`src/rtl/pot_mac_pkg.sv`:
```
package pot_mac_pkg;

   localparam int unsigned ACT_W_DEF  = 8;
   localparam int unsigned CODE_W_DEF = 4;
   localparam int unsigned ACC_W_DEF  = 32;

   typedef enum logic {
      WSIGN_POS = 1'b0,
      WSIGN_NEG = 1'b1
   } wsign_e;

   typedef enum logic {
      SHIFT_DIRECT = 1'b0,
      SHIFT_LOG    = 1'b1
   } shift_impl_e;

endpackage

```
`src/rtl/pot_code_decode.sv`:
```
module pot_code_decode
   import pot_mac_pkg::*;
#(
   parameter int unsigned CODE_W  = CODE_W_DEF,
   localparam int unsigned SHIFT_W = CODE_W - 1
) (
   input  logic [CODE_W-1:0]  code_i,
   output wsign_e             sign_o,
   output logic [SHIFT_W-1:0] shamt_o
);

   if (CODE_W < 2) begin : g_bad_code
      $error("pot_code_decode: CODE_W must be at least 2");
   end

   assign sign_o  = wsign_e'(code_i[CODE_W-1]);
   assign shamt_o = code_i[SHIFT_W-1:0];

endmodule

```
`src/rtl/pot_shift_product.sv`:
```
module pot_shift_product
   import pot_mac_pkg::*;
#(
   parameter int unsigned ACT_W      = ACT_W_DEF,
   parameter int unsigned SHIFT_W    = CODE_W_DEF - 1,
   parameter shift_impl_e SHIFT_IMPL = SHIFT_LOG,
   localparam int unsigned MAX_SH    = (1 << SHIFT_W) - 1,
   localparam int unsigned PROD_W    = ACT_W + MAX_SH + 1
) (
   input  logic [ACT_W-1:0]   act_i,
   input  wsign_e             sign_i,
   input  logic [SHIFT_W-1:0] shamt_i,
   output logic [PROD_W-1:0]  prod_o
);

   if (ACT_W < 2) begin : g_bad_act
      $error("pot_shift_product: ACT_W must be at least 2");
   end

   logic [PROD_W-1:0] act_ext;
   logic [PROD_W-1:0] mag;

   assign act_ext = {{(PROD_W-ACT_W){act_i[ACT_W-1]}}, act_i};

   if (SHIFT_IMPL == SHIFT_LOG) begin : g_log
      logic [PROD_W-1:0] stage [SHIFT_W+1];
      assign stage[0] = act_ext;
      for (genvar k = 0; k < SHIFT_W; k++) begin : g_stage
         assign stage[k+1] = shamt_i[k] ? (stage[k] << (1 << k)) : stage[k];
      end
      assign mag = stage[SHIFT_W];
   end else begin : g_direct
      assign mag = act_ext << shamt_i;
   end

   assign prod_o = (sign_i == WSIGN_NEG) ? (~mag + 1'b1) : mag;

   always_comb begin
      if (act_i != '0) begin

         nonzero_prod_chk: assert (prod_o != '0);

         prod_sign_chk: assert (prod_o[PROD_W-1] == (act_i[ACT_W-1] ^ sign_i));
      end
   end

endmodule

```
`src/rtl/pot_accum.sv`:
```
module pot_accum #(
   parameter int unsigned PROD_W = 16,
   parameter int unsigned ACC_W  = 32
) (
   input  logic              clk_i,
   input  logic              rst_ni,
   input  logic [PROD_W-1:0] prod_i,
   input  logic              valid_i,
   input  logic              clear_i,
   output logic [ACC_W-1:0]  acc_o
);

   if (ACC_W < PROD_W) begin : g_bad_acc
      $error("pot_accum: ACC_W must not be narrower than PROD_W");
   end

   logic [ACC_W-1:0] prod_ext;
   logic [ACC_W-1:0] acc_q;
   logic [ACC_W-1:0] base;

   assign prod_ext = {{(ACC_W-PROD_W){prod_i[PROD_W-1]}}, prod_i};
   assign base     = clear_i ? '0 : acc_q;

   always_ff @(posedge clk_i or negedge rst_ni) begin
      if (!rst_ni) begin
         acc_q <= '0;
      end else if (valid_i) begin
         acc_q <= base + prod_ext;
      end
   end

   assign acc_o = acc_q;


   hold_idle_chk: assert property (@(posedge clk_i) disable iff (!rst_ni)
      !valid_i |=> $stable(acc_q));

   clear_load_chk: assert property (@(posedge clk_i) disable iff (!rst_ni)
      (valid_i && clear_i) |=> (acc_q == $past(prod_ext)));

   accum_step_chk: assert property (@(posedge clk_i) disable iff (!rst_ni)
      (valid_i && !clear_i) |=> ((acc_q - $past(acc_q)) == $past(prod_ext)));

   reset_zero_chk: assert property (@(posedge clk_i)
      !rst_ni |=> (acc_q == '0));

endmodule

```
`src/rtl/pot_shift_mac.sv`:
```
module pot_shift_mac
   import pot_mac_pkg::*;
#(
   parameter int unsigned ACT_W      = ACT_W_DEF,
   parameter int unsigned CODE_W     = CODE_W_DEF,
   parameter int unsigned ACC_W      = ACC_W_DEF,
   parameter shift_impl_e SHIFT_IMPL = SHIFT_LOG,
   localparam int unsigned SHIFT_W   = CODE_W - 1,
   localparam int unsigned PROD_W    = ACT_W + ((1 << SHIFT_W) - 1) + 1
) (
   input  logic              clk_i,
   input  logic              rst_ni,
   input  logic [ACT_W-1:0]  act_i,
   input  logic [CODE_W-1:0] wcode_i,
   input  logic              valid_i,
   input  logic              clear_i,
   output logic [ACC_W-1:0]  acc_o
);

   wsign_e             wsign;
   logic [SHIFT_W-1:0] shamt;
   logic [PROD_W-1:0]  prod;

   pot_code_decode #(.CODE_W(CODE_W)) u_dec (
      .code_i  (wcode_i),
      .sign_o  (wsign),
      .shamt_o (shamt)
   );

   pot_shift_product #(
      .ACT_W      (ACT_W),
      .SHIFT_W    (SHIFT_W),
      .SHIFT_IMPL (SHIFT_IMPL)
   ) u_prod (
      .act_i   (act_i),
      .sign_i  (wsign),
      .shamt_i (shamt),
      .prod_o  (prod)
   );

   pot_accum #(.PROD_W(PROD_W), .ACC_W(ACC_W)) u_acc (
      .clk_i   (clk_i),
      .rst_ni  (rst_ni),
      .prod_i  (prod),
      .valid_i (valid_i),
      .clear_i (clear_i),
      .acc_o   (acc_o)
   );

endmodule

```
`config.mk`:
```
export PLATFORM = sky130hd
export DESIGN_NAME = pot_shift_mac
export DESIGN_NICKNAME = d
export VERILOG_FILES = /design/src/rtl/pot_mac_pkg.sv /design/src/rtl/pot_code_decode.sv /design/src/rtl/pot_shift_product.sv /design/src/rtl/pot_accum.sv /design/src/rtl/pot_shift_mac.sv
export SDC_FILE = /design/constraint.sdc
export NUM_CORES = 1
export LEC_CHECK = 0
export ABC_CLOCK_PERIOD_IN_PS = 7860
export BUFFER_PORTS_ARGS = -buffer_cell sky130_fd_sc_hd__buf_2
export CAP_MARGIN = 20
export CORE_ASPECT_RATIO = 1.2
export CORE_MARGIN = 1
export CORE_UTILIZATION = 35
export DETAILED_ROUTE_END_ITERATION = 8
export HOLD_SLACK_MARGIN = 0.05
export SYNTH_ARGS = -nofsm -noshare
export SYNTH_HDL_FRONTEND = slang
export SYNTH_SLANG_ARGS = --single-unit
```
`constraint.sdc`:
```
create_clock -name clk_i -period 7.86 [get_ports clk_i]
set_input_delay 0 -clock clk_i [delete_from_list [all_inputs] [get_ports clk_i]]
set_output_delay 0 -clock clk_i [all_outputs]
set_load 0.05 [all_outputs]
```
==> metrics.md, run 1 <==
| Metric | Value |
|---|---|
| Skew-Pair Late Insertion Delay | `0.28 ns` |
| Sink Count | `32` |
| Design area | `0.00442 mm^2` |
| Most frequent cells in the layout | `a21oi_1, buf_2, nand2_1, nor2_1, nor2b_1` |
| Root buf cell | `clkbuf_16` |
| Combinational power share | `0.662` |
| Worst endpoint required time | `8.03 ns` |
| Final ANT Viol Nets | `0` |
| Largest net degree at the start of global routing | `51` |
| Syn_area_per_cell | `7.96 um^2` |
| Antenna violations before repair | `0` |
| Final worst setup slack | `2.72 ns` |
| Placeable Area | `0.0110 mm^2` |
| Avg Vias per Cell | `5.58` |
| First-pass GRT wire length | `16.4 mm` |
| Final Non-Filler Cells | `661` |
| Synthesized flop and latch total | `32` |
| Total Wirelength | `10.0 mm` |
| DR iter-0 viols | `179` |
| CTS tree | `built` |
| Clock share of power | `0.130` |
| FMAX | `195 MHz` |
| 1st-pass router iterations | `4` |
| Clock-pin slew on the worst setup and hold paths | `0.06 ns` |
| DIE AREA | `0.0118 mm^2` |
| DP HPWL | `7.48 mm` |
| Nets | `574` |
| Status | `completed` |
| GPL Wtd Cong | `0.847` |
| Synth Flop Type | `dfrtp_1` |
| RSZ-0062 raised after global routing | `no` |
| GRT overflow | `0` |
| Max Slew Vio Count | `0` |
| Register area share after synthesis | `0.202` |
| Pint | `0.000727 W` |
| Placed Area | `0.00426 mm^2` |
| YS warnings | `0` |
| CTS Buf Count | `5` |
| Part of the power in registers | `0.207` |
| Switching Fraction | `0.531` |
| CP Class | `input port to register` |
| Placed Instances | `652` |
| Worst-Margin Slew | `0.803 ns` |
| Largest register FFs | `32` |
| Setup tns final | `0 ns` |
| Fillers | `1,162` |
| H-tree Lvls | `2` |
| Arrival @ worst endpoint | `5.31 ns` |
| Port Buf Inserts | `47` |
| Hold Crit Class | `input port to register` |
| IO Pins | `48` |
| Crit end category | `register` |
| Tmin final | `5.14 ns` |
| Multi-input logic area | `0.00297 mm^2` |
| Pre-CTS WS | `2.49 ns` |
| Max cap viols | `0` |
| Layout cells sized above 1 | `0.176` |
| Chip Width | `99.2 um` |
| N_diodes | `0` |
| Period utilization | `0.654` |
| Seq. cell area | `801 um^2` |
| Initial Util | `0.359` |
| P&R area growth vs syn | `11.3%` |
| Final setup vio count | `0` |
| Lkg Pwr | `2.01 nW` |
| Total Power | `0.00155 W` |
| Clock Skew | `0.00521 ns` |
| Post-Syn Instances | `498` |
| DR DRC count | `0` |
| Clk buf depth | `2` |
| PwrDens | `351 mW/mm^2` |
| Max-slew headroom | `0.465` |
| Final Hold Vio Count | `0` |
| Row count | `42` |
| Synthesized net count | `544` |
| Ys async rst share | `1.00` |
| GRT Total Usage | `0.173` |
| Worst VDD drop | `0.000106 V` |
| Wire length per cell | `15.2 um` |
| Syn Std Cell Area | `0.00397 mm^2` |
| Synth unique cells | `69` |
| Vias in the first global route | `3,595` |
| EDFF count, synth | `0` |
| Startpoint class of the critical path | `input port` |
| Die Y | `119 um` |
| Vias | `3,687` |
| Worst-path fanout max | `22` |
| Net switching power figure | `0.000824 W` |
cell families after synthesis:
group,count (synthesis),share of synthesized area
mux,38,0.107
xor+xnor,39,0.0861
simple gates,160,0.199
compound gates,153,0.261
flops,32,0.202
fa+ha+maj,30,0.0965
buf+inv,46,0.0486
cells in the mapped netlist, types with 2 or more instances:
cell type	count	share of area
and3_1	4	0.0063
ha_1	29	0.091
buf_6	2	0.0057
or3_1	4	0.0063
nor3_1	7	0.0088
or4_1	2	0.0038
xor2_1	11	0.024
mux2_2	21	0.060
a31oi_1	7	0.011
buf_1	2	0.0019
o221ai_1	2	0.0044
dfrtp_1	32	0.20
o21ai_0	26	0.033
nor2_1	41	0.039
o211ai_1	2	0.0038
a32o_1	2	0.0050
nand2b_1	5	0.0079
buf_2	4	0.0050
o2111a_1	2	0.0057
inv_1	19	0.018
nand3_1	4	0.0050
o31ai_1	10	0.019
nor2b_1	35	0.055
xnor2_1	28	0.062
clkbuf_1	18	0.017
o21a_1	9	0.017
o21bai_1	4	0.0076
mux2i_1	15	0.038
a211oi_1	6	0.011
nand2_1	45	0.043
o2bb2ai_1	2	0.0044
nand4_1	3	0.0047
or2_2	2	0.0032
a21oi_1	47	0.059
a21o_1	12	0.023
path summary, 6_finish.rpt:
| kind | start | endpoint | slack, ns | depth (start not counted) |
|---|---|---|---|---|
| max in group asynchronous | rst_ni | u_acc.acc_o[26]$_DFFE_PN0P_ | 7.01 | 2 |
| worst min-delay path | valid_i | u_acc.acc_o[2]$_DFFE_PN0P_ | 0.33 | 3 |
| min in group asynchronous | rst_ni | u_acc.acc_o[18]$_DFFE_PN0P_ | 0.34 | 2 |
| worst min register to register | u_acc.acc_o[19]$_DFFE_PN0P_ | u_acc.acc_o[19]$_DFFE_PN0P_ | 0.51 | 2 |
| worst max register to register | u_acc.acc_o[0]$_DFFE_PN0P_ | u_acc.acc_o[30]$_DFFE_PN0P_ | 3.46 | 14 |
| worst max-delay path | wcode_i[1] | u_acc.acc_o[25]$_DFFE_PN0P_ | 2.72 | 23 |
worst max-delay path: stages:
cell and delay (ns):
buf_2 0.33, mux2i_1 0.37, mux2_2 0.25, nor2_1 0.04
a31oi_1 0.26, nand2_1 0.08, nor2_1 0.12, nand3_1 0.14
or4_1 0.51, o21ai_0 0.22, xnor2_1 0.13, ha_1 0.33
nand2_1 0.06, o21ai_0 0.22, o21ba_2 0.21, a211oi_1 0.42
and4_1 0.27, a211oi_2 0.09, a21oi_1 0.37, o21ai_1 0.25
xnor2_1 0.32, mux2i_1 0.23, nand2_1 0.06
final cells by class:
type / instances / share of cell area
Sequential cell: 32 / 0.181
Inverter: 20 / 0.0170
Multi-Input combinational cell: 420 / 0.673
Clock inverter: 2 / 0.00227
Tap cell: 132 / 0.0374
Timing Repair Buffer: 49 / 0.0572
Clock buffer: 6 / 0.0315
metal layers:
layer / share of wire / wire (um) / GRT usage
met1: 0.43 / 4330 / 0.201
met2: 0.50 / 5060 / 0.311
met3: 0.039 / 390 / 0.0313
met4: 0.025 / 249 / 0.0689
met5: 0 / 0 / 0
stage by stage:
stage / utilization / hold slack [ns]
floorplan: - / -0.296
global placement: 0.386 / 0.132
detailed placement: 0.386 / 0.138
CTS: 0.400 / 0.329
global route: 0.400 / 0.379
finish: 0.400 / 0.328
what timing repair did:
item	4_1_cts	5_1_grt
endpoints found under the hold margin	32	0
resized for setup	0	0
buffers inserted	0	0
hold buffers	1	0
power groups by stage:
stage / registers (W) / clock network [W] / logic [W]
after CTS: 0.000322 / 0.000209 / 0.00103
after detailed placement: 0.000324 / 0 / 0.00102
after global placement: 0.000322 / 0 / 0.00101
after floorplan: 0.000573 / 0 / 0.000555
final: 0.000322 / 0.000202 / 0.00103
after global routing: 0.000334 / 0.000215 / 0.00111
(Power assumes the default switching activity.)
==> inputs of run 2 (changes only) <==
--- a/config.mk
+++ b/config.mk
@@ -5,7 +5,8 @@
 export SDC_FILE = /design/constraint.sdc
 export NUM_CORES = 1
 export LEC_CHECK = 0
-export ABC_CLOCK_PERIOD_IN_PS = 7860
+export ABC_AREA = 1
+export ABC_CLOCK_PERIOD_IN_PS = 4300
 export BUFFER_PORTS_ARGS = -buffer_cell sky130_fd_sc_hd__buf_2
 export CAP_MARGIN = 20
 export CORE_ASPECT_RATIO = 1.2
==> constraint.sdc (replaced) <==
create_clock -name clk_i -period 4.3 [get_ports clk_i]
set_input_delay 0 -clock clk_i [delete_from_list [all_inputs] [get_ports clk_i]]
set_output_delay 0 -clock clk_i [all_outputs]
set_load 0.05 [all_outputs]
==> metrics.md, run 2 <==
| Metric | Value |
|---|---|
| Status | `completed` |
| Critical path's top delay family | `simple AND/OR/NAND/NOR gates` |
| RSZ-0062 raised after global routing | `no` |
| Gates resized, CTS repair | `0 (unchanged)` |
| 1st-pass router iterations | `4 (unchanged)` |
| Simple-gate area share of the yosys netlist | `0.408 (+0.209)` |
| First-pass GRT wire length | `18.3 mm (+11%)` |
| Arrival @ worst endpoint | `3.78 ns (-1.53 ns)` |
| Final ANT Viol Nets | `0 (unchanged)` |
| Tmin final | `3.56 ns` |
| Post-CTS setup buffers | `0 (unchanged)` |
| Lkg Pwr | `2.58 nW (+29%)` |
| Register area share after synthesis | `0.202 (+0.000447)` |
| Max cap viols | `0 (unchanged)` |
| Most frequent cells in the layout | `nand2_1, inv_1, nor2_1, nand3_1, buf_2` |
| DP HPWL | `8.51 mm (+14%)` |
| Sink Count | `32 (unchanged)` |
| Post-Synth XOR/XNOR Area | `0.0642 (-0.0219)` |
| Main area contributors after synthesis | `dfrtp_1, nand2_1, ha_1, inv_1, nand3_1` |
| Final Hold Vio Count | `0 (unchanged)` |
| YS warnings | `0 (unchanged)` |
| H-tree Lvls | `2 (unchanged)` |
| Final setup vio count | `0 (unchanged)` |
| EDFF count, synth | `0 (unchanged)` |
| GPL Wtd Cong | `0.913 (+7.7%)` |
| Largest net degree at the start of global routing | `38 (-25%)` |
| Top cells by count, synth | `nand2_1, inv_1, nor2_1` |
| Chip Width | `99.1 um (-0.11%)` |
| Slowest library cell on the worst path | `ha_1` |
| CP Class | `input port to register` |
| Synthesized net count | `691 (+27%)` |
| Commonest non-fill, non-tap cell in the layout | `nand2_1` |
| Largest family of logic cells by synthesized area | `simple AND/OR/NAND/NOR gates` |
| GR Layer Usage met2 | `0.368 (+0.0577)` |
| Yosys top cell by area | `dfrtp_1` |
| Most frequent cell after synthesis | `nand2_1` |
| Final core occ | `0.405 (+0.00465)` |
| P&R area growth vs syn | `12.9%` |
| Die Y | `118 um (-0.11%)` |
| GRT Total Usage | `0.193 (+0.0195)` |
| Hold Path Depth | `3 (unchanged)` |
| PwrDens | `525 mW/mm^2 (+49%)` |
| N_diodes | `0 (unchanged)` |
| Total Wirelength | `10.6 mm (+5.9%)` |
| Clock-pin slew on the worst setup and hold paths | `0.05 ns (about the same)` |
| Ys async rst share | `1.00 (unchanged)` |
| Placed Area | `0.00429 mm^2 (+0.79%)` |
| Placed Instances | `811 (+24%)` |
| Hold Startpoint | `valid_i` |
| Clk buf depth | `2 (unchanged)` |
| Worst VDD drop | `0.000163 V (+54%)` |
| Design area | `0.00447 mm^2 (+1.2%)` |
| Wire length per cell | `12.9 um (-15%)` |
| Antenna violations before repair | `0 (unchanged)` |
| Cell repeated most along the worst path | `nand2_1` |
| Root buf cell | `clkbuf_16` |
| Largest register FFs | `32 (unchanged)` |
| Final Non-Filler Cells | `821 (+24%)` |
| Pre-CTS WS | `0.459 ns (-2.03 ns)` |
| Worst endpoint required time | `4.52 ns (-3.51 ns)` |
| Layout cells sized above 1 | `0.134 (-0.0423)` |
| R2R depth | `19 (+5)` |
| Nets | `734 (+28%)` |
| Port Buf Inserts | `47 (unchanged)` |
| Post-synthesis adder-cell area fraction | `0.0967 (+0.000214)` |
| Clock Skew | `0.0118 ns (+0.00660 ns)` |
| Placeable Area | `0.0110 mm^2 (unchanged)` |
| CP max stage delay | `0.29 ns (-0.22 ns)` |
| Reg-to-reg slack, setup | `1.22 ns (-2.24 ns)` |
| DR iter-0 viols | `113 (-37%)` |
| FMAX | `281 MHz` |
| Skew-Pair Late Insertion Delay | `0.29 ns (about the same)` |
| Hold Crit Class | `input port to register` |
| Synth unique cells | `43 (-38%)` |
| Yosys top cell area share | `0.202 (+0.000447)` |
| Met1 Usage GRT | `0.211 (+0.00930)` |
| Reg2reg start | `u_acc.acc_o[2]$_DFFE_PN0P_` |
| Crit end category | `register` |
| Compound-Gate Fraction of Synth Area | `0.117 (-0.144)` |
| Most Used Layer, Global Route | `met2` |
| Startpoint class of the critical path | `input port` |
| Vias | `4,100 (+11%)` |
| IO Pins | `48 (unchanged)` |
| Synthesized flop and latch total | `32 (unchanged)` |
| Synth Flop Type | `dfrtp_1` |
| DIE AREA | `0.0117 mm^2 (-0.22%)` |
| Setup tns final | `0 ns (unchanged)` |
| Row count | `42 (unchanged)` |
| R2R Path End | `u_acc.acc_o[23]$_DFFE_PN0P_` |
| Final worst setup slack | `0.736 ns (-1.99 ns)` |
| WP buf/inv | `4 (+3)` |
| Max-slew headroom | `0.487 (+0.0221)` |
| CTS Buf Count | `5 (unchanged)` |
| Max Slew Vio Count | `0 (unchanged)` |
| Worst-path fanout max | `11 (-50%)` |
| Vias in the first global route | `4,077 (+13%)` |
| Avg Vias per Cell | `4.99 (-10%)` |
| CTS tree | `built` |
| Worst-Margin Slew | `0.770 ns (-0.0332 ns)` |
| Hold Path Sink | `u_acc.acc_o[1]$_DFFE_PN0P_` |
| Initial Util | `0.359 (-0.000794)` |
| Critical path depth in cells | `25 (+8.7%)` |
| DR DRC count | `0 (unchanged)` |
| Met3 usage | `0.0254 (-0.00591)` |
| GRT overflow | `0 (unchanged)` |
| Mux cell area share after synthesis | `0 (-0.107)` |
| Post-Syn Instances | `645 (+30%)` |
| Period utilization | `0.829` |
| Syn_area_per_cell | `6.14 um^2 (-23%)` |
| Syn Std Cell Area | `0.00396 mm^2 (-0.22%)` |
-- run 2: changes by cell type after synthesis, sizes merged, moves of 22 or more --
| cell | before | now |
|---|---|---|
| nand2 | 45 | 199 |
| nor2 | 41 | 77 |
| nand3 | 4 | 56 |
| inv | 20 | 97 |
| mux2 | 22 | 0 |
| nor2b | 35 | 0 |
-- run 2: cell families after synthesis --
logic type / after synthesis
buffers and inverters: 112
flip-flops: 32
adder cells (fa/ha/maj): 30
AO/OA/AOI/OAI: 84
AND/OR/NAND/NOR: 358
XOR/XNOR: 29
-- run 2: routing by layer --
metal  wire length [um]  part of all wire
met1               4440              0.42
met2               5550              0.52
met3                308             0.029
met4                316             0.030
met5                  0                 0
-- run 2: layout make-up --
cell class              count  area, um^2
multi-input cells         501        2710
fillers                  1216        6570
repair buffers             50         273
well taps                 132         165
clock buffers               8         146
flip-flops and latches     32         801
inverters                  98         368
-- run 2: metrics by stage --
stage | hold slack [ns] | power (W)
2_1_floorplan | -0.296 | 0.00164
3_3_place_gp | 0.113 | 0.00196
3_5_place_dp | 0.124 | 0.00198
4_1_cts | 0.231 | 0.00236
5_1_grt | 0.284 | 0.00254
6_report | 0.233 | 0.00235
-- run 2: worst max path at each step --
stage	startpoint	end	slack, ns
finish	wcode_i[0]	u_acc.acc_o[23]$_DFFE_PN0P_	0.74
floorplan	wcode_i[0]	u_acc.acc_o[24]$_DFFE_PN0P_	1.20
global placement	wcode_i[0]	u_acc.acc_o[24]$_DFFE_PN0P_	0.56
detailed placement	wcode_i[0]	u_acc.acc_o[24]$_DFFE_PN0P_	0.46
CTS	wcode_i[0]	u_acc.acc_o[24]$_DFFE_PN0P_	0.74
global route	wcode_i[0]	u_acc.acc_o[24]$_DFFE_PN0P_	0.12
-- run 2: report_power, final --
| group | total [W] | switching [W] | leakage (nW) | internal, W |
|---|---|---|---|---|
| Combinational | 0.00148 | 0.00106 | 2.12 | 0.000428 |
| Clock | 0.000368 | 0.000137 | 0.0712 | 0.000231 |
| Sequential | 0.000494 | 0.0000823 | 0.390 | 0.000411 |
-- run 2: tightest hold or removal path, delay by kind of cell --
kind                   cells  cell delay, ns
AO/OA/AOI/OAI              1            0.06
AND/OR/NAND/NOR            1            0.12
buffers and inverters      1            0.29
-- run 2: what timing repair did --
action                     in CTS  in global routing
setup endpoints to repair       0                  0
hold buffers                    1                  0
hold endpoints to repair       32                  0
